### src/rtl/xrb_pkg.sv
package xrb_pkg;

  localparam int ADDR_W = 8;
  localparam int DATA_W = 8;

  typedef enum logic [1:0] {
    ACC_NONE   = 2'd0,
    ACC_DIRECT = 2'd1,
    ACC_SET    = 2'd2,
    ACC_CLR    = 2'd3
  } acc_kind_e;

  typedef enum logic [1:0] {
    OPM_NORMAL   = 2'd0,
    OPM_NONDRIVE = 2'd1,
    OPM_RAWLINE  = 2'd2,
    OPM_RESERVED = 2'd3
  } op_mode_e;

  typedef enum logic [1:0] {
    XSEL_HS    = 2'd0,
    XSEL_FS    = 2'd1,
    XSEL_LS    = 2'd2,
    XSEL_FS_LS = 2'd3
  } xcvr_sel_e;

  // Which of the three addresses of a register, if any, addr hits.
  function automatic acc_kind_e alias_kind(input logic [ADDR_W-1:0] addr,
                                           input logic [ADDR_W-1:0] base);
    acc_kind_e k;
    if (addr == base)                           k = ACC_DIRECT;
    else if (addr == base + ADDR_W'(1))         k = ACC_SET;
    else if (addr == base + ADDR_W'(2))         k = ACC_CLR;
    else                                        k = ACC_NONE;
    return k;
  endfunction

  // Next value of an aliased register for one write.
  function automatic logic [DATA_W-1:0] apply_alias(input logic [DATA_W-1:0] cur,
                                                    input acc_kind_e      kind,
                                                    input logic [DATA_W-1:0] mask);
    logic [DATA_W-1:0] nv;
    case (kind)
      ACC_DIRECT: nv = mask;
      ACC_SET:    nv = cur | mask;
      ACC_CLR:    nv = cur & ~mask;
      default:    nv = cur;
    endcase
    return nv;
  endfunction

  // Latch update: write-one-to-clear first, then new hits are ORed in.
  function automatic logic [DATA_W-1:0] latch_next(input logic [DATA_W-1:0] cur,
                                                   input logic [DATA_W-1:0] clr,
                                                   input logic [DATA_W-1:0] hits);
    return (cur & ~clr) | hits;
  endfunction

endpackage

### src/rtl/xrb_alias_reg.sv
module xrb_alias_reg
  import xrb_pkg::*;
#(
  parameter logic [ADDR_W-1:0] BASE    = 8'h04,
  parameter logic [DATA_W-1:0] RST_VAL = '0,
  parameter bit                ALIASED = 1'b1
) (
  input  logic              clk,
  input  logic              rst_n,
  input  logic              we,
  input  logic [ADDR_W-1:0] addr,
  input  logic [DATA_W-1:0] wdata,
  output logic              rd_hit,
  output logic [DATA_W-1:0] q
);

  acc_kind_e kind_raw;
  acc_kind_e kind;
  logic      wr_hit;

  assign kind_raw = alias_kind(addr, BASE);

  generate
    if (ALIASED) begin : g_alias
      assign kind = kind_raw;
    end else begin : g_plain
      assign kind = (kind_raw == ACC_DIRECT) ? ACC_DIRECT : ACC_NONE;
    end
  endgenerate

  assign rd_hit = (kind != ACC_NONE);
  assign wr_hit = we && (kind != ACC_NONE);

  always_ff @(posedge clk) begin
    if (!rst_n)      q <= RST_VAL;
    else if (wr_hit) q <= apply_alias(q, kind, wdata);
  end


  direct_wr_chk: assert property (@(posedge clk) disable iff (!rst_n)
    (we && kind == ACC_DIRECT) |=> (q == $past(wdata)));


  set_keeps_ones_chk: assert property (@(posedge clk) disable iff (!rst_n)
    (we && kind == ACC_SET) |=> ((q & $past(q)) == $past(q)));


  clr_adds_none_chk: assert property (@(posedge clk) disable iff (!rst_n)
    (we && kind == ACC_CLR) |=> ((q | $past(q)) == $past(q)));


  idle_hold_chk: assert property (@(posedge clk) disable iff (!rst_n)
    !wr_hit |=> $stable(q));

endmodule

### src/rtl/xrb_irq_unit.sv
module xrb_irq_unit
  import xrb_pkg::*;
#(
  parameter int NSTAT = 5
) (
  input  logic             clk,
  input  logic             rst_n,
  input  logic [NSTAT-1:0] link_in,
  input  logic [NSTAT-1:0] rise_en,
  input  logic [NSTAT-1:0] fall_en,
  input  logic             clr_we,
  input  logic [NSTAT-1:0] clr_mask,
  output logic [NSTAT-1:0] status,
  output logic [NSTAT-1:0] latch,
  output logic             irq
);

  logic [NSTAT-1:0] prev_q;
  logic [NSTAT-1:0] rise_hit;
  logic [NSTAT-1:0] fall_hit;
  logic [NSTAT-1:0] clr_eff;
  logic [DATA_W-1:0] latch_w;

  assign rise_hit = status & ~prev_q & rise_en;
  assign fall_hit = ~status & prev_q & fall_en;
  assign clr_eff  = clr_we ? clr_mask : '0;
  assign latch_w  = latch_next(DATA_W'(latch), DATA_W'(clr_eff),
                               DATA_W'(rise_hit | fall_hit));

  always_ff @(posedge clk) begin
    if (!rst_n) begin
      status <= '0;
      prev_q <= '0;
      latch  <= '0;
      irq    <= 1'b0;
    end else begin
      status <= link_in;
      prev_q <= status;
      latch  <= latch_w[NSTAT-1:0];
      irq    <= |latch;
    end
  end


  status_sample_chk: assert property (@(posedge clk) disable iff (!rst_n)
    1'b1 |=> (status == $past(link_in)));


  rise_sets_chk: assert property (@(posedge clk) disable iff (!rst_n)
    (|rise_hit) |=> ((latch & $past(rise_hit)) == $past(rise_hit)));


  fall_sets_chk: assert property (@(posedge clk) disable iff (!rst_n)
    (|fall_hit) |=> ((latch & $past(fall_hit)) == $past(fall_hit)));


  sticky_latch_chk: assert property (@(posedge clk) disable iff (!rst_n)
    !clr_we |=> ((latch & $past(latch)) == $past(latch)));


  irq_follow_chk: assert property (@(posedge clk) disable iff (!rst_n)
    1'b1 |=> (irq == $past(|latch)));

endmodule

### src/rtl/xcvr_regbank.sv
module xcvr_regbank
  import xrb_pkg::*;
#(
  parameter int                NSTAT       = 5,
  parameter logic [ADDR_W-1:0] FUNC_BASE   = 8'h04,
  parameter logic [ADDR_W-1:0] IFC_BASE    = 8'h07,
  parameter logic [ADDR_W-1:0] OTG_BASE    = 8'h0A,
  parameter logic [ADDR_W-1:0] RISE_BASE   = 8'h0D,
  parameter logic [ADDR_W-1:0] FALL_BASE   = 8'h10,
  parameter logic [ADDR_W-1:0] STAT_ADDR   = 8'h13,
  parameter logic [ADDR_W-1:0] LATCH_ADDR  = 8'h14,
  parameter logic [ADDR_W-1:0] PLAIN_BASE  = 8'hC0,
  parameter int                NUM_PLAIN   = 2,
  parameter logic [DATA_W-1:0] FUNC_RST    = 8'h40
) (
  input  logic              clk,
  input  logic              rst_n,
  input  logic              reg_we,
  input  logic [ADDR_W-1:0] reg_addr,
  input  logic [DATA_W-1:0] reg_wdata,
  output logic [DATA_W-1:0] reg_rdata,
  input  logic [NSTAT-1:0]  link_in,
  output logic [1:0]        op_mode,
  output logic [1:0]        xcvr_sel,
  output logic              irq
);

  localparam int NUM_ALIASED = 5;
  localparam int IDX_FUNC    = 0;
  localparam int IDX_RISE    = 3;
  localparam int IDX_FALL    = 4;
  localparam logic [ADDR_W-1:0] ALIAS_BASES [NUM_ALIASED] =
    '{FUNC_BASE, IFC_BASE, OTG_BASE, RISE_BASE, FALL_BASE};

  logic [DATA_W-1:0] areg_q   [NUM_ALIASED];
  logic [NUM_ALIASED-1:0] areg_hit;
  logic [DATA_W-1:0] preg_q   [NUM_PLAIN];
  logic [NUM_PLAIN-1:0]   preg_hit;

  logic [NSTAT-1:0] status;
  logic [NSTAT-1:0] latch;
  logic             latch_clr_we;

  genvar gi;
  generate
    for (gi = 0; gi < NUM_ALIASED; gi++) begin : g_areg
      xrb_alias_reg #(
        .BASE    (ALIAS_BASES[gi]),
        .RST_VAL ((gi == IDX_FUNC) ? FUNC_RST : '0),
        .ALIASED (1'b1)
      ) i_reg (
        .clk    (clk),
        .rst_n  (rst_n),
        .we     (reg_we),
        .addr   (reg_addr),
        .wdata  (reg_wdata),
        .rd_hit (areg_hit[gi]),
        .q      (areg_q[gi])
      );
    end
    for (gi = 0; gi < NUM_PLAIN; gi++) begin : g_preg
      xrb_alias_reg #(
        .BASE    (PLAIN_BASE + ADDR_W'(gi)),
        .RST_VAL ('0),
        .ALIASED (1'b0)
      ) i_reg (
        .clk    (clk),
        .rst_n  (rst_n),
        .we     (reg_we),
        .addr   (reg_addr),
        .wdata  (reg_wdata),
        .rd_hit (preg_hit[gi]),
        .q      (preg_q[gi])
      );
    end
  endgenerate

  assign latch_clr_we = reg_we && (reg_addr == LATCH_ADDR);

  xrb_irq_unit #(.NSTAT(NSTAT)) i_irq (
    .clk      (clk),
    .rst_n    (rst_n),
    .link_in  (link_in),
    .rise_en  (areg_q[IDX_RISE][NSTAT-1:0]),
    .fall_en  (areg_q[IDX_FALL][NSTAT-1:0]),
    .clr_we   (latch_clr_we),
    .clr_mask (reg_wdata[NSTAT-1:0]),
    .status   (status),
    .latch    (latch),
    .irq      (irq)
  );

  always_comb begin
    reg_rdata = '0;
    for (int i = 0; i < NUM_ALIASED; i++)
      if (areg_hit[i]) reg_rdata = areg_q[i];
    for (int j = 0; j < NUM_PLAIN; j++)
      if (preg_hit[j]) reg_rdata = preg_q[j];
    if (reg_addr == STAT_ADDR)  reg_rdata = DATA_W'(status);
    if (reg_addr == LATCH_ADDR) reg_rdata = DATA_W'(latch);
  end

  assign op_mode  = areg_q[IDX_FUNC][4:3];
  assign xcvr_sel = areg_q[IDX_FUNC][1:0];


  alias_read_chk: assert property (@(posedge clk) disable iff (!rst_n)
    (reg_addr == FUNC_BASE + ADDR_W'(2)) |-> (reg_rdata == areg_q[IDX_FUNC]));


  unmapped_zero_chk: assert property (@(posedge clk) disable iff (!rst_n)
    (areg_hit == '0 && preg_hit == '0 && reg_addr != STAT_ADDR &&
     reg_addr != LATCH_ADDR) |-> (reg_rdata == '0));


  irq_only_latch_chk: assert property (@(posedge clk) disable iff (!rst_n)
    $rose(irq) |-> $past(latch != '0));

endmodule

### config.mk
export PLATFORM = sky130hd
export DESIGN_NAME = xcvr_regbank
export DESIGN_NICKNAME = d
export VERILOG_FILES = /design/src/rtl/xrb_pkg.sv /design/src/rtl/xrb_alias_reg.sv /design/src/rtl/xrb_irq_unit.sv /design/src/rtl/xcvr_regbank.sv
export SDC_FILE = /design/constraint.sdc
export NUM_CORES = 1
export LEC_CHECK = 0
export BUFFER_PORTS_ARGS = -buffer_cell sky130_fd_sc_hd__buf_2
export CORE_MARGIN = 2
export CORE_UTILIZATION = 45
export CTS_BUF_LIST = sky130_fd_sc_hd__clkbuf_4 sky130_fd_sc_hd__clkbuf_8
export DETAILED_ROUTE_END_ITERATION = 6
export GPL_ROUTABILITY_DRIVEN = 0
export PLACE_DENSITY = 0.69
export SYNTH_ARGS = -nofsm -noshare
export SYNTH_HDL_FRONTEND = slang
export SYNTH_SLANG_ARGS = --single-unit
export TNS_END_PERCENT = 30
### constraint.sdc
create_clock -name clk -period 2.7 [get_ports clk]
set_input_delay 0.27 -clock clk [delete_from_list [all_inputs] [get_ports clk]]
set_output_delay 0.27 -clock clk [all_outputs]
set_load 0.05 [all_outputs]
==> impl_results.md, run 1 <==
* Outcome: complete, no violations
* Number of vias in the routed layout at between 4,000 and 5,000
* Post-Syn Area per Cell at around 7.7 µm²
* Total number of clock tree sinks at a little over 70
* Core Box Area at approximately 8600 µm²
* Maximum number of pins on one net before global-route repair at 36
* Number of buffers inserted by post-CTS setup repair at 0
* Synth area leaders: dfxtp_1 (37%), a21oi_1 (9.3%), o21ai_0 (7.2%), nand2_1 (5.3%), nor2_1 (4.1%)
* Nets at around 560
* Initial standard-cell utilization of the core at about 46%
* Worst setup path class: input port to output port
* Worst Path Max Fanout at 17
* Internal Dissipation at 1.66 mW
* Global-route wire length before repair at between 15,000 and 20,000 µm
* Hold_buf cts at 0
* Port bufs at 36
* Data arrival time of the critical path at 2.27 ns
* Clock Latency Late Sink at approximately 0.35 ns
* Worst Setup Slack, final at ~0.16 ns
* Layout area overhead at 11.6%
* Mean routed wirelength per cell at 19.0 µm
* Die Outline Area at between 9000 and 10,000 µm²
* Number of hold violations in the final report at 0
* Critical Path RT at 2.43 ns
* Antenna violations before repair at 0
* Buffer levels on the longest clock path at 2
* DRC violations left at 0
* Worst path top cell family by delay: compound AO/OA/AOI/OAI gates
* Unique masters post-synth at between 50 and 60
* Flop and latch count out of synthesis at a little over 70
* Num ports at 37
* Synth Flop Type: dfxtp_1
* Post-Route WL at ~12,000 µm
* Final period utilization at a little over nine tenths
* Number of flops mapped to enable cells by yosys at 0
* Slew Limit Headroom at between 50% and 60%
* All-layer global routing usage at about 26%
* Half-perimeter wire length of the detailed placement result at 8700 µm
* Final Max Slew Viols at 0
* Share of total power in combinational logic at about 8.4%
* Switching pwr at 0.572 mW
* LEAKAGE at roughly 1.5 nW
* Cell area after technology mapping at approximately 3900 µm²
* Die W at 97.2 µm
* Element type at the critical path start: input port
* Synthesized instance count at 510
* Number of synthesis warnings at 0
* CP bufs+invs at 3
* Num rows at 34
* Diodes inserted at 0
* Number of nets in the synthesized netlist at approximately 530
* Post-synth top area cell: dfxtp_1
* Worst slack after detailed placement at 0.155 ns
* RSZ-0062 raised after global routing: false
* Setup TNS at 0 ns
* Post-CTS clock slew at the launch and capture registers of the worst setup and hold paths at ~0.080 ns
* TritonCTS clock tree: yes
* Seq/Total Area, Yosys at a little under two fifths
* Final critical-path required period at 2.54 ns
* Detailed-route vias per instance at ~6.3
* Crit path max-delay cell type: a2111oi_0
* Power per cell area at slightly above 500 nW/µm²
* Setup-failing EPs final at 0
* Antenna viol nets, final at 0
* Async set-or-reset flop fraction in the synthesized netlist at 0%
* Via count of the first global-routing pass at around 3,800
* Worst path max stage delay at ~0.60 ns
* Hold Path Class: input port to flip-flop
* Maximum ir drop on the vdd rail at ~0.22 mV
* First-pass iteration count of the detailed router at 6
* Root buffer selected by CTS: clkbuf_8
* Share of cells above drive strength 1 at between 15 and 20%
* Number of buffers created by CTS at 9
* Die Height at 97.2 µm
* Final global-route overflow total at 0
* Area share of the largest cell type after synthesis at 36.8%
* Most common cell on crit path: buf_2
* Measured slew at the worst slew-check pin at 0.715 ns
* Type of element capturing the critical path: output port
* Level count of the clock H-tree at 3
* Violation count after the first detailed-route iteration at ~420
* Setup Skew at 0.00405 ns
* Proportion of power drawn by the clock network at a little over two fifths
* Cell Chain, Critical Path: buf_2 -> buf_4 -> nand2_1 -> nand4_1 -> o21ai_0 -> a2111oi_0 -> o22ai_1 -> buf_2
* Highest attainable clock frequency at just under 400 MHz
* Share of total power in sequential cells at about half
* Share of total power consumed by net switching at between 20% and 30%
* Maxcap violations at 0
-- path summary, 6_finish.rpt --
check             slack, ns  depth (start not counted)                           endpoint                               from
hold / removal         0.12                          2         i_irq.status[4]$_SDFF_PN0_                         link_in[4]
setup / recovery       0.16                          8                       reg_rdata[3]                        reg_addr[1]
hold reg to reg        0.46                          2  g_preg[0].i_reg.q[0]$_SDFFE_PN0P_  g_preg[0].i_reg.q[0]$_SDFFE_PN0P_
setup reg to reg       1.78                          4          i_irq.latch[4]$_SDFF_PN0_         i_irq.status[4]$_SDFF_PN0_
-- power groups by stage --
stage	Combinational (mW)	Sequential (mW)	Clock [mW]
2_1_floorplan	0.126	1.10	0
3_3_place_gp	0.178	1.10	0
3_5_place_dp	0.182	1.10	0
4_1_cts	0.183	1.08	0.971
5_1_grt	0.202	1.08	1.03
6_report	0.188	1.08	0.968
-- worst register-to-register path, stage by stage (launching register included) --
cell	delay, ns
dfxtp_1	0.42
nand3b_1	0.13
o21ai_0	0.08
a21oi_1	0.12
nor2_1	0.05
-- per-stage QoR --
stage	util (%)	cell area (µm²)	power [mW]	instances	hold slack (ns)
after global placement	48.2	4140	1.28	628	0.443
after detailed placement	48.2	4140	1.28	628	0.449
final	50.8	4370	2.23	644	0.121
after CTS	50.8	4360	2.23	644	0.117
after floorplan	-	3910	1.22	510	0.397
after global routing	50.8	4370	2.31	644	0.120
-- synth_stat cells (4+ instances only) --
library cell  instances
dfxtp_1              72
a211oi_1             12
clkbuf_1             16
nand3_1              24
a21boi_0              6
nand3b_1              5
buf_6                 4
o221ai_1              8
o22ai_1               5
and2_1               12
a2111oi_0             5
nor3_1                8
nand2_1              55
a31o_2                5
nand4_1               7
o21ai_0              56
a221oi_1              5
a21o_1                7
a21oi_1              73
nor2_1               43
buf_4                 6
o211ai_1              6
nor4_1                5
buf_2                18
-- sequential cells by signal (all words and copies together) (netlist names) --
signal          flops
i_irq.status        5
i_irq.prev_q        5
g_areg.i_reg.q     40
i_irq.irq           1
g_preg.i_reg.q     16
i_irq.latch         5
-- layer usage --
metal | vias up | wire length (µm) | GRT usage [%]
met5 | - | 0 | 0
met4 | 0 | 357 | 10.8
met3 | 35 | 1150 | 4.60
met2 | 221 | 5420 | 39.5
met1 | 1877 | 5290 | 36.4
li1 | 1910 | - | -
-- layout by cell type (no fill, tap or decap), types with 8 or more instances in the layout --
master | netlist | routed
o221ai_1 | 8 | 8
buf_2 | 18 | 35
nand3_1 | 24 | 24
nor3_1 | 8 | 8
a21oi_1 | 73 | 73
a211oi_1 | 12 | 12
nor2_1 | 43 | 43
buf_4 | 6 | 19
and2_1 | 12 | 12
clkbuf_8 | 0 | 9
o21ai_0 | 56 | 56
nand2_1 | 55 | 55
dfxtp_1 | 72 | 72
-- area by class of cell --
class	instances	area [µm²]
repair buffers	56	345
multi-input cells	389	2210
clock inverters	6	90.1
clock buffers	10	131
flip-flops and latches	72	1440
fillers	851	4230
inverters	3	11.3
well taps	108	135
-- what timing repair did --
action,CTS,global route
gates resized for setup,0,2
endpoints found under the hold margin,0,0
setup endpoints to repair,0,1
-- logic make-up after synthesis --
logic type / after synthesis / share of synthesized area (%)
AOI/OAI and AO/OA: 200 / 31.2
xor gates and xnor gates: 3 / 0.672
buffers and inverters: 49 / 6.62
DFF: 72 / 36.8
and+or+nand+nor: 186 / 24.7
No activity file was read; power rests on OpenSTA's default activity.
==> run 2: changes to the inputs <==
- CORE_ASPECT_RATIO: not set -> 0.7
==> run 2 against run 1 <==
Against the previous run:
- critical path depth stayed put
- first-iteration DRC count is 25% higher
- hold slack worse by 0.016 ns
- utilization is 0.62 points higher
- die area is 0.12% higher
- setup slack worse by 0.043 ns
- via count is 0.94% higher
- critical endpoint is now reg_rdata[0]
- largest cell class unchanged
- largest power group unchanged
==> impl_results.md, run 2 (synthesis gave the netlist of run 1 again) <==
* Outcome: complete, no violations
* Core Box Area at 8440 µm² (-1.7%)
* Depth of the worst hold-timing path at 2 (unchanged)
* Diodes inserted at 0 (unchanged)
* RSZ-0062 raised after global routing: false
* Final global-route overflow total at 0 (unchanged)
* First-pass iteration count of the detailed router at 5 (-1)
* Switching pwr at 0.563 mW (-1.5%)
* Antenna violations before repair at 0 (unchanged)
* TritonCTS clock tree: yes
* Worst Path Max Fanout at 15 (-2)
* Maxcap violations at 0 (unchanged)
* Hold Path Class: input port to flip-flop
* All-layer global routing usage at 26.9% (+1.0 points)
* Setup TNS at 0 ns (unchanged)
* Min-Delay Startpoint: link_in[4]
* Layout area overhead at 11.0%
* Share of cells above drive strength 1 at 15.5% (+0.029 points)
* Violation count after the first detailed-route iteration at 522 (+25%)
* Commonest non-fill, non-tap cell in the layout: a21oi_1
* Type of element capturing the critical path: output port
* Root buffer selected by CTS: clkbuf_8
* Largest registers: g_areg.i_reg.q: 40 flops, g_preg.i_reg.q: 16 flops
* Proportion of power drawn by the clock network at 41.1% (-2.2 points)
* Number of hold violations in the final report at 0 (unchanged)
* Level count of the clock H-tree at 3 (unchanged)
* Worst setup path class: input port to output port
* Internal Dissipation at 1.58 mW (-4.6%)
* Share of total power consumed by net switching at 26.2% (+0.62 points)
* Maximum number of pins on one net before global-route repair at 41 (+14%)
* Antenna viol nets, final at 0 (unchanged)
* Post-CTS clock slew at the launch and capture registers of the worst setup and hold paths at 0.07 ns (about the same)
* Global-route wire length before repair at 19,000 µm (-3.4%)
* Die W at 115 µm (+19%)
* Clock Latency Late Sink at 0.37 ns (+0.02 ns)
* Share of total power in combinational logic at 8.7% (+0.3 points)
* Maximum ir drop on the vdd rail at 0.288 mV (+34%)
* Element type at the critical path start: input port
* Final period utilization at 95.7% (+1.6 points)
* Highest attainable clock frequency at 387 MHz (-1.7%)
* Via count of the first global-routing pass at 3,514 (-7.2%)
* Detailed-route vias per instance at 6.23 (-0.76%)
* Power per cell area at 495 nW/µm² (-3.3%)
* Buffer levels on the longest clock path at 2 (unchanged)
* Setup-failing EPs final at 0 (unchanged)
* Startpoint of the worst register-to-register path: i_irq.status[4]$_SDFF_PN0_
* Num rows at 28 (-18%)
* Die Outline Area at 9470 µm² (+0.12%)
* Die Height at 82.0 µm (-16%)
* Total Power Consumption at 2.15 mW (-3.8%)
* Post-DP Area at 4140 µm² (-0.12%)
* Setup Skew at 0.00298 ns (-0.00107 ns)
* Flip-flop count of the largest register, all copies and words added at 40 (unchanged)
* Number of vias in the routed layout at 4,081 (+0.94%)
* LEAKAGE at 1.51 nW (-0.99%)
* Share of total power in sequential cells at 50.2% (+2.0 points)
* DRC violations left at 0 (unchanged)
* Num ports at 37 (unchanged)
* Hold_buf cts at 0 (unchanged)
* Mean routed wirelength per cell at 19.1 µm (+0.52%)
* Post-Route WL at 12,500 µm (+2.2%)
* Initial standard-cell utilization of the core at 46.3% (+0.81 points)
* Critical path startpoint: reg_addr[1]
* Number of buffers created by CTS at 9 (unchanged)
* Commonest non-fill, non-tap cells in the layout: a21oi_1 (73), dfxtp_1 (72), o21ai_0 (56), nand2_1 (55), nor2_1 (42)
* Final Max Slew Viols at 0 (unchanged)
* Critical Path RT at 2.43 ns (about the same)
* Slew Limit Headroom at 45.3% (-6.8 points)
* Total number of clock tree sinks at 72 (unchanged)
* Final critical-path required period at 2.58 ns (+0.0434 ns)
* Nets at 554 (-0.18%)
* Post-route standard cell area excluding fillers at 4340 µm² (-0.54%)
* Measured slew at the worst slew-check pin at 0.816 ns (+0.102 ns)
* Port bufs at 36 (unchanged)
* Data arrival time of the critical path at 2.31 ns (+0.04 ns)
* Largest reg by FF count: g_areg.i_reg.q
* Half-perimeter wire length of the detailed placement result at 8850 µm (+1.7%)
* Register-to-Register Path Depth at 4 (unchanged)
## run 2: layer usage
layer	track usage, %	part of all wire, %	vias to the layer above
li1	-	-	1917
met5	0	0	-
met2	38.3	42	218
met1	38.5	46	1924
met3	8.34	10	22
met4	8.80	1.4	0
## run 2: what timing repair did
item | in CTS | in global routing
hold endpoints to repair | 0 | 0
gates resized for setup | 0 | 2
setup buffers | 0 | 0
setup endpoints to repair | 0 | 1
## run 2: worst paths after layout
kind / end / slack, ns
hold reg to reg: g_preg[0].i_reg.q[4]$_SDFFE_PN0P_ / 0.47
hold / removal: i_irq.status[4]$_SDFF_PN0_ / 0.11
setup / recovery: reg_rdata[0] / 0.12
setup reg to reg: i_irq.latch[4]$_SDFF_PN0_ / 1.78
## run 2: area by class of cell
type,instances,area (µm²)
Fill cell,823,4100
Tap cell,120,150
Timing Repair Buffer,55,323
Inverter,3,11.3
Multi-Input combinational cell,389,2220
Clock inverter,5,56.3
Sequential cell,72,1440
Clock buffer,11,145
## run 2: power groups by stage
stage | combinational, mW | clock [mW] | sequential [mW]
6_report | 0.187 | 0.884 | 1.08
5_1_grt | 0.199 | 0.928 | 1.08
2_1_floorplan | 0.126 | 0 | 1.10
4_1_cts | 0.181 | 0.889 | 1.08
3_3_place_gp | 0.178 | 0 | 1.10
3_5_place_dp | 0.180 | 0 | 1.10
## run 2: worst max-delay path, cell delays in order
cell and delay [ns]:
buf_2 0.21, buf_4 0.22, nand2_1 0.28, nand4_1 0.23
o21ai_0 0.13, a2111oi_1 0.58, o22ai_1 0.14, buf_2 0.25
## run 2: through the flow
step	hold WS [ns]	setup slack [ns]	cells	utilization, %
2_1_floorplan	0.397	0.00606	510	-
3_3_place_gp	0.449	0.0942	639	49.0
3_5_place_dp	0.457	0.110	639	49.0
4_1_cts	0.0989	0.0545	655	51.4
5_1_grt	0.103	0.0336	655	51.4
6_report	0.105	0.117	655	51.4
==> run 3: changes to the inputs <==
- RECOVER_POWER: not set -> 25
==> run 3 against run 2 <==
Against the previous run:
- clock skew about the same
- global-route usage unchanged
- non-clock buffer count unchanged
- setup slack got worse by 0.017 ns
- hold slack improved by 0.00051 ns
- register-to-register slack got worse by 0.02 ns
- die area unchanged
- utilization decreased by 0.12 points
- maximum frequency decreased by 0.64%
- total power about the same
- clock-buffer cell count unchanged
- clock power about the same
- critical endpoint unchanged
- highest routed layer unchanged
==> impl_results.md, run 3 (synthesis gave the netlist of run 1 again) <==
* Share of cells above drive strength 1 at 14.4% (-1.1 points)
* Core Box Area at 8440 µm² (unchanged)
* Element type at the critical path start: input port
* RSZ-0062 raised after global routing: false
* Setup Skew at 0.00281 ns (-0.000166 ns)
* Measured slew at the worst slew-check pin at 0.861 ns (+0.0445 ns)
* Endpoint with the worst hold slack: i_irq.status[4]$_SDFF_PN0_
* Num rows at 28 (unchanged)
* Buffer levels on the longest clock path at 2 (unchanged)
* Die Outline Area at 9470 µm² (unchanged)
* Data arrival time of the critical path at 2.33 ns (+0.02 ns)
* Register-to-Register Path Depth at 4 (unchanged)
* Most common cell on crit path: buf_2
* Die Height at 82.0 µm (unchanged)
* Reg2reg end: i_irq.latch[4]$_SDFF_PN0_
* Crit path max-delay cell type: a2111oi_1
* Highest attainable clock frequency at 385 MHz (-0.64%)
* Worst slack after detailed placement at 0.110 ns (unchanged)
* Worst Path Max Fanout at 15 (unchanged)
* Final Max Slew Viols at 0 (unchanged)
* Layout area overhead at 10.7%
* Via count of the first global-routing pass at 3,514 (unchanged)
* Clock Latency Late Sink at 0.36 ns (about the same)
* Post-Route WL at 12,500 µm (+0.20%)
* Internal Dissipation at 1.58 mW (about the same)
* Total Power Consumption at 2.15 mW (about the same)
* Worst Setup Slack, final at 0.101 ns (-0.0166 ns)
* Diodes inserted at 0 (unchanged)
* Hold Path Class: input port to flip-flop
* Maximum number of pins on one net before global-route repair at 41 (unchanged)
* Setup-failing EPs final at 0 (unchanged)
* Total number of clock tree sinks at 72 (unchanged)
* Port bufs at 36 (unchanged)
* Startpoint of the worst register-to-register path: i_irq.status[4]$_SDFF_PN0_
* Maximum ir drop on the vdd rail at 0.290 mV (+0.67%)
* Mean routed wirelength per cell at 19.1 µm (+0.20%)
* First-pass iteration count of the detailed router at 5 (unchanged)
* Commonest non-fill, non-tap cells in the layout: a21oi_1 (73), dfxtp_1 (72), o21ai_0 (56), nand2_1 (55), nor2_1 (42)
* Half-perimeter wire length of the detailed placement result at 8850 µm (unchanged)
* Slew Limit Headroom at 42.6% (-2.7 points)
* DRC violations left at 0 (unchanged)
* Root buffer selected by CTS: clkbuf_8
* Type of element capturing the critical path: output port
* Largest reg by FF count: g_areg.i_reg.q
* Share of total power in sequential cells at 50.2% (about the same)
* Commonest non-fill, non-tap cell in the layout: a21oi_1
* Depth of the worst hold-timing path at 2 (unchanged)
* Share of total power consumed by net switching at 26.2% (about the same)
* Outcome: complete, no violations
* Antenna violations before repair at 0 (unchanged)
* Worst setup path class: input port to output port
* Min-Delay Startpoint: link_in[4]
* Detailed-route vias per instance at 6.25 (+0.39%)
* Number of hold violations in the final report at 0 (unchanged)
* Cell Chain, Critical Path: buf_2 -> buf_4 -> nand2_1 -> nand4_1 -> o21ai_0 -> a2111oi_1 -> o22ai_1 -> buf_2
* Antenna viol nets, final at 0 (unchanged)
* Num ports at 37 (unchanged)
* Final global-route overflow total at 0 (unchanged)
* Power per cell area at 495 nW/µm² (+0.15%)
* Worst path max stage delay at 0.58 ns (about the same)
* Final period utilization at 96.3% (+0.62 points)
* Proportion of power drawn by the clock network at 41.1% (about the same)
* LEAKAGE at 1.48 nW (-1.8%)
* TritonCTS clock tree: yes
* Flip-flop count of the largest register, all copies and words added at 40 (unchanged)
* Setup TNS at 0 ns (unchanged)
* Critical Path RT at 2.43 ns (about the same)
* Maxcap violations at 0 (unchanged)
* Level count of the clock H-tree at 3 (unchanged)
* Final critical-path required period at 2.60 ns (+0.0166 ns)
* Number of buffers created by CTS at 9 (unchanged)
* Die W at 115 µm (unchanged)
* Violation count after the first detailed-route iteration at 525 (+0.57%)
* Number of vias in the routed layout at 4,097 (+0.39%)
* Largest registers: g_areg.i_reg.q: 40 flops, g_preg.i_reg.q: 16 flops
* All-layer global routing usage at 26.9% (unchanged)
* Worst R2R Setup Slack at 1.76 ns (-0.02 ns)
* Switching pwr at 0.562 mW (-0.17%)
* Critical path startpoint: reg_addr[1]
* Nets at 554 (unchanged)
* Share of total power in combinational logic at 8.7% (about the same)
* Post-CTS clock slew at the launch and capture registers of the worst setup and hold paths at 0.07 ns (about the same)
* Hold_buf cts at 0 (unchanged)
* Global-route wire length before repair at 19,000 µm (unchanged)
* Initial standard-cell utilization of the core at 46.3% (unchanged)
==> run 3: cell count changes in the layout (fill, tap and decap cells not counted), sizes merged <==
cell and delta:
buf -7, clkbuf +7
==> run 3: area by class of cell <==
| cell class | instances | area, µm² |
|---|---|---|
| repair buffers | 55 | 313 |
| inverters | 3 | 11.3 |
| clock buffers | 11 | 145 |
| fillers | 825 | 4110 |
| clock inverters | 5 | 56.3 |
| multi-input cells | 389 | 2220 |
| well taps | 120 | 150 |
| flip-flops and latches | 72 | 1440 |
==> run 3: power groups by stage <==
stage / combinational, mW / sequential (mW) / clock (mW)
2_1_floorplan: 0.126 / 1.10 / 0
3_3_place_gp: 0.178 / 1.10 / 0
3_5_place_dp: 0.180 / 1.10 / 0
4_1_cts: 0.181 / 1.08 / 0.889
5_1_grt: 0.198 / 1.08 / 0.928
6_report: 0.186 / 1.08 / 0.883
==> run 3: how the worst max path moves through the flow <==
stage | depth (start not counted) | end
after floorplan | 8 | reg_rdata[5]
after global placement | 7 | reg_rdata[0]
after detailed placement | 7 | reg_rdata[0]
after CTS | 7 | reg_rdata[0]
after global routing | 8 | reg_rdata[0]
final | 8 | reg_rdata[0]
==> run 3: per-stage QoR <==
step,cells,util [%],instance area [µm²],hold WS (ns)
floorplan,510,-,3910,0.397
finish,655,51.3,4330,0.106
global route,655,51.3,4330,0.103
CTS,655,51.4,4340,0.0989
global placement,639,49.0,4140,0.449
detailed placement,639,49.0,4140,0.457
==> run 3: critical path, delay by kind of cell <==
family | cells | cell delay, ns
buffers and inverters | 3 | 0.68
AOI/OAI and AO/OA | 3 | 0.85
and+or+nand+nor | 2 | 0.53
==> run 3: routing by layer <==
| metal | up-vias | global-route usage, % | share of wire [%] |
|---|---|---|---|
| li1 | 1916 | - | - |
| met1 | 1917 | 38.5 | 45 |
| met2 | 243 | 38.3 | 42 |
| met3 | 21 | 8.34 | 11 |
| met4 | 0 | 8.80 | 1.4 |
| met5 | - | 0 | 0 |
==> run 3: repair_timing <==
item / CTS / global route
gates resized for setup: 0 / 2
setup endpoints to repair: 0 / 1
buffers inserted: 0 / 0
